## config.mk

```make
export PLATFORM = sky130hd
export DESIGN_NAME = srs_top
export DESIGN_NICKNAME = d
export VERILOG_FILES = /design/src/rtl/srs_pkg.sv /design/src/rtl/srs_stable_cnt.sv /design/src/rtl/srs_train_fsm.sv /design/src/rtl/srs_top.sv
export SDC_FILE = /design/constraint.sdc
export NUM_CORES = 1
export LEC_CHECK = 0
export ABC_AREA = 1
export CELL_PAD_IN_SITES_DETAIL_PLACEMENT = 0
export CELL_PAD_IN_SITES_GLOBAL_PLACEMENT = 1
export CORE_MARGIN = 2
export CORE_UTILIZATION = 44
export CTS_BUF_LIST = sky130_fd_sc_hd__clkbuf_8 sky130_fd_sc_hd__clkbuf_16
export CTS_CLUSTER_DIAMETER = 60
export DETAILED_ROUTE_END_ITERATION = 10
export HOLD_SLACK_MARGIN = 0.1
export PLACE_DENSITY_LB_ADDON = 0.12
export SYNTH_ARGS = -nofsm -noshare
export SYNTH_HDL_FRONTEND = slang
export SYNTH_SLANG_ARGS = --single-unit
export TNS_END_PERCENT = 20
```

## constraint.sdc

```tcl
create_clock -name clk -period 4.21 [get_ports clk]
set_clock_uncertainty 0.2 [all_clocks]
set_input_delay 0.421 -clock clk [delete_from_list [all_inputs] [get_ports clk]]
set_output_delay 0.421 -clock clk [all_outputs]
set_load 0.02 [all_outputs]
```

## src/rtl/srs_pkg.sv

```systemverilog
package srs_pkg;
  typedef enum logic [1:0] {
    LS_QUIET  = 2'd0,
    LS_ACTIVE = 2'd1,
    LS_POLL   = 2'd2
  } link_st_e;

  localparam logic [2:0] RX_DETECTED = 3'd3;
endpackage

```

## src/rtl/srs_stable_cnt.sv

```systemverilog
module srs_stable_cnt #(
  parameter int unsigned HOLD_CYCLES = 127
) (
  input  logic clk,
  input  logic clr,
  input  logic cond,
  output logic rst_q
);
  localparam int unsigned CW = $clog2(HOLD_CYCLES + 1);
  localparam logic [CW-1:0] LAST = CW'(HOLD_CYCLES - 1);

  logic [CW-1:0] cnt;

  always_ff @(posedge clk) begin
    if (clr || !cond) begin
      cnt   <= '0;
      rst_q <= 1'b1;
    end else if (cnt == LAST) begin
      rst_q <= 1'b0;
    end else begin
      cnt   <= cnt + 1'b1;
      rst_q <= 1'b1;
    end
  end


  hold_on_drop_chk: assert property (@(posedge clk) disable iff (clr)
    !cond |=> rst_q);


  release_at_count_chk: assert property (@(posedge clk) disable iff (clr)
    $fell(rst_q) |-> (cnt == LAST));
endmodule

```

## src/rtl/srs_train_fsm.sv

```systemverilog
module srs_train_fsm
  import srs_pkg::*;
(
  input  logic       clk,
  input  logic       clr,
  input  logic       rx_pll_lock,
  input  logic       phy_status,
  input  logic [2:0] rx_status,
  output link_st_e   state
);
  logic detect_done;
  assign detect_done = phy_status && (rx_status == RX_DETECTED);

  always_ff @(posedge clk) begin
    if (clr) begin
      state <= LS_QUIET;
    end else begin
      unique case (state)
        LS_QUIET:  if (rx_pll_lock) state <= LS_ACTIVE;
        LS_ACTIVE: if (detect_done) state <= LS_POLL;
        LS_POLL:   state <= LS_POLL;
        default:   state <= LS_QUIET;
      endcase
    end
  end


  quiet_hold_chk: assert property (@(posedge clk) disable iff (clr)
    (state == LS_QUIET && !rx_pll_lock) |=> (state == LS_QUIET));


  bad_code_ignored_chk: assert property (@(posedge clk) disable iff (clr)
    (state == LS_ACTIVE && !(phy_status && rx_status == 3'd3)) |=> (state == LS_ACTIVE));


  legal_state_chk: assert property (@(posedge clk) disable iff (clr)
    state != 2'd3);
endmodule

```

## src/rtl/srs_top.sv

```systemverilog
module srs_top
  import srs_pkg::*;
#(
  parameter int unsigned CLK_KHZ        = 125000,
  parameter int unsigned WINDOW_MS      = 3,
  parameter int unsigned TX_LOCK_CYCLES = 127
) (
  input  logic       clk,
  input  logic       por_n,
  input  logic       tx_pll_lock,
  input  logic       rx_pll_lock,
  input  logic       phy_status,
  input  logic [2:0] rx_status,
  input  logic       sig_det,
  output logic       serdes_rst,
  output logic       tx_dig_rst,
  output logic       rx_dig_rst,
  output logic [1:0] link_state
);
  localparam int unsigned WIN_CYCLES = CLK_KHZ * WINDOW_MS;

  logic     clr;
  link_st_e state;
  logic     tx_cond;
  logic     rx_clr;

  assign clr = !por_n;

  always_ff @(posedge clk) begin
    serdes_rst <= clr;
  end

  assign tx_cond = tx_pll_lock && !serdes_rst;

  srs_stable_cnt #(.HOLD_CYCLES(TX_LOCK_CYCLES)) u_tx_cnt (
    .clk   (clk),
    .clr   (clr),
    .cond  (tx_cond),
    .rst_q (tx_dig_rst)
  );

  srs_train_fsm u_fsm (
    .clk         (clk),
    .clr         (clr),
    .rx_pll_lock (rx_pll_lock),
    .phy_status  (phy_status),
    .rx_status   (rx_status),
    .state       (state)
  );

  assign rx_clr = clr || (state != LS_POLL);

  srs_stable_cnt #(.HOLD_CYCLES(WIN_CYCLES)) u_rx_cnt (
    .clk   (clk),
    .clr   (rx_clr),
    .cond  (sig_det),
    .rst_q (rx_dig_rst)
  );

  assign link_state = state;


  serdes_release_chk: assert property (@(posedge clk) disable iff (!por_n)
    $rose(por_n) |=> !serdes_rst);


  rx_only_in_poll_chk: assert property (@(posedge clk) disable iff (!por_n)
    !rx_dig_rst |-> (link_state == 2'd2));


  tx_after_serdes_chk: assert property (@(posedge clk) disable iff (!por_n)
    !tx_dig_rst |-> !serdes_rst);
endmodule

```

==> results.ini <==
[run_status]
status=completed

[synthesis]
ys.flop_type=dfxtp_1
synth_area_um2=1630
yosysSeqAreaShare_pct=38.2
synth_area_leaders=dfxtp_1, nand2_1, nor2_1
synth_edf_count=0
synthArstFlopShare_pct=0
yosysTopAreaCellShare_pct=38.2
synth_most_common_cell=nand2_1
syn_avg_cell_area_um2=6.86
ys_warn_count=0
netlist_top_cells_count=nand2_1, nor2_1, inv_1
syn-num-nets=252
ys_ff_latch=31
yosys.area.top_type=dfxtp_1
synth_cell_types=23
syn_inst=237

[timing]
slew_viol_final=0
finalCritPeriodShare_pct=45.4
hold_viol=0
final.setup.tns_ns=0
tightest_slew_ns=0.488
max_freq_mhz=524
setup_violations=0
grt_setup_unrepaired=no
slew_headroom_pct=67.3
min_period_ns=1.91

[floorplan]
ios=14
chipWidth_um=64.8
rows=22
initial_core_util_pct=45.1
die_h_um=64.8
die-area_um2=4200
core-area_um2=3610

[cts]
hold_buffers=0
cts_root_buffer=clkbuf_8
cts_tree=yes
clk_pin_slew_ns=0.06
cts_setup_buffers=0
clock-sinks=31
cts_made_buffers=5
cts.path.max_buffers=2
cts_resized=0
clk-insertion-delay-late_ns=0.28
h-tree-depth=2

[critical_path]
endpoint=link_state[1]
cp.arrival_ns=1.29
critPathBufInv=1
r2r_setup_slack_ns=2.54
cp_max_fo=4
reg2reg_from=u_rx_cnt.cnt[0]
cp_slowest_stage_delay_ns=0.63
crit_family=buffers and inverters
startpoint=u_fsm.state[1]
required_ns=3.59
worstSetupPathType=flop to output port
start_kind=flop
path_cells=clkdlybuf4s50_1
worst_path_max_delay_cell=clkdlybuf4s50_1
ff2ff_path_depth=6
crit_cells=1
cp-end-kind=output port
reg2reg_to=u_rx_cnt.cnt[18]

[cells_and_area]
stdcell_count=305
drive_gt1_share_pct=7.78
design_area_um2=1910
n_fill_cell=382
diodes=0
nNetsFinal=271
syn_to_final_growth_pct=17.4
seqCellArea_um2=621
multi_input_area_um2=873

[placed_design]
portBuffers=13
placed_area_um2=1810
dp_hpwl_um=2670
gp_congestion=0.785
dp.cells=297

[route]
vias=1480
ant_nets=0
drc=0
drt_wl_total_um=3390
viasPerCell=4.85
dr.first_iter.drc_count=39
routedWlPerCell_um=11.1
drt_pass1_iterations=4

[global_route]
use_met3_pct=5.38
met1_usage_pct=20.7
top_usage_layer=met2
globalRouteMet2Util_pct=32.0
grt_pass1_wl_um=5960
grt_pass1_vias=1445
grt_max_degree=15
track_usage_pct=18.3
grt_antenna_before_repair=0
grt-ovfl-total=0

[power]
leakagePower_nw=0.700
powerDensity_nw_per_um2=313
max-vdd-ir-drop_uv=217

[run]
cap_violations=0

[hold_path]
hold_class=flop to flop

[power breakdown]
group	total, mW	switching [mW]	internal [mW]	leakage, nW
clock	0.253	0.107	0.147	0.0557
sequential	0.302	0.00437	0.298	0.251
combinational	0.0422	0.0210	0.0212	0.394
[logic make-up after synthesis]
family | count (synthesis) | synth area share [%]
simple gates | 129 | 36.2
flops | 31 | 38.2
xor+xnor | 6 | 3.23
compound gates | 31 | 9.70
buf+inv | 34 | 8.08
fa+ha+maj | 6 | 4.62
[sequential cells by signal (all words and copies together) (netlist names)]
signal	flops
u_rx_cnt.rst_q	1
u_tx_cnt.cnt	7
u_tx_cnt.rst_q	1
u_rx_cnt.cnt	19
u_fsm.state	2
serdes_rst	1
[cell type report]
class                   count  area share [%]
inverters                  33            6.49
clock buffers               7            5.05
flip-flops and latches     31            32.5
well taps                  48            3.15
clock inverters             1           0.197
repair buffers             13            6.82
multi-input cells         172            45.8
[worst min path at each step]
| stage | from | end | slack (ns) | cells after the start |
|---|---|---|---|---|
| 2_1_floorplan | u_rx_cnt.cnt[7] | u_rx_cnt.cnt[7] | 0.24 | 1 |
| 3_5_place_dp | u_rx_cnt.cnt[6] | u_rx_cnt.cnt[6] | 0.27 | 1 |
| 5_1_grt | u_rx_cnt.cnt[6] | u_rx_cnt.cnt[6] | 0.30 | 1 |
| 6_report | u_rx_cnt.cnt[6] | u_rx_cnt.cnt[6] | 0.28 | 1 |
| 4_1_cts | u_rx_cnt.cnt[6] | u_rx_cnt.cnt[6] | 0.28 | 1 |
| 3_3_place_gp | u_rx_cnt.cnt[6] | u_rx_cnt.cnt[6] | 0.25 | 1 |
[metrics by stage]
step / hold slack [ns] / power, mW / utilization [%] / setup slack, ns
floorplan: 0.243 / 0.332 / - / 2.65
global placement: 0.254 / 0.351 / 50.1 / 2.18
detailed placement: 0.267 / 0.351 / 50.1 / 2.14
CTS: 0.278 / 0.605 / 52.9 / 2.30
global route: 0.298 / 0.626 / 52.9 / 2.26
finish: 0.276 / 0.597 / 52.9 / 2.30
[worst register-to-register path, stage by stage, from the launching register on]
cell	delay, ns
dfxtp_1	0.39
ha_1	0.30
nand2_2	0.10
nor2_4	0.17
nand3_1	0.15
o21ai_0	0.17
a21oi_1	0.09
[layer usage]
layer / wire length, um / vias up
li1: - / 796
met1: 1580 / 654
met2: 1630 / 19
met3: 93 / 11
met4: 94 / 0
met5: 0 / -
[layout by cell type, fill, tap and decap left out]
cell type        count
nand3b_1             1
xor2_1               2
nand3_1             20
inv_2                1
nand3_2              2
nor2_1              36
ha_1                 6
or2_2                1
dfxtp_1             31
nor2_2               2
nor3_2               1
xnor2_1              4
o21a_1               1
nand2_2              4
nor3_1               1
a21oi_1             17
nand4_1              9
o21ai_1              1
clkdlybuf4s50_1     13
inv_1               33
nor2_4               2
clkbuf_8             7
nand2_1             50
o21ai_0             12
Note: power is estimated with default switching activity, not from simulation.
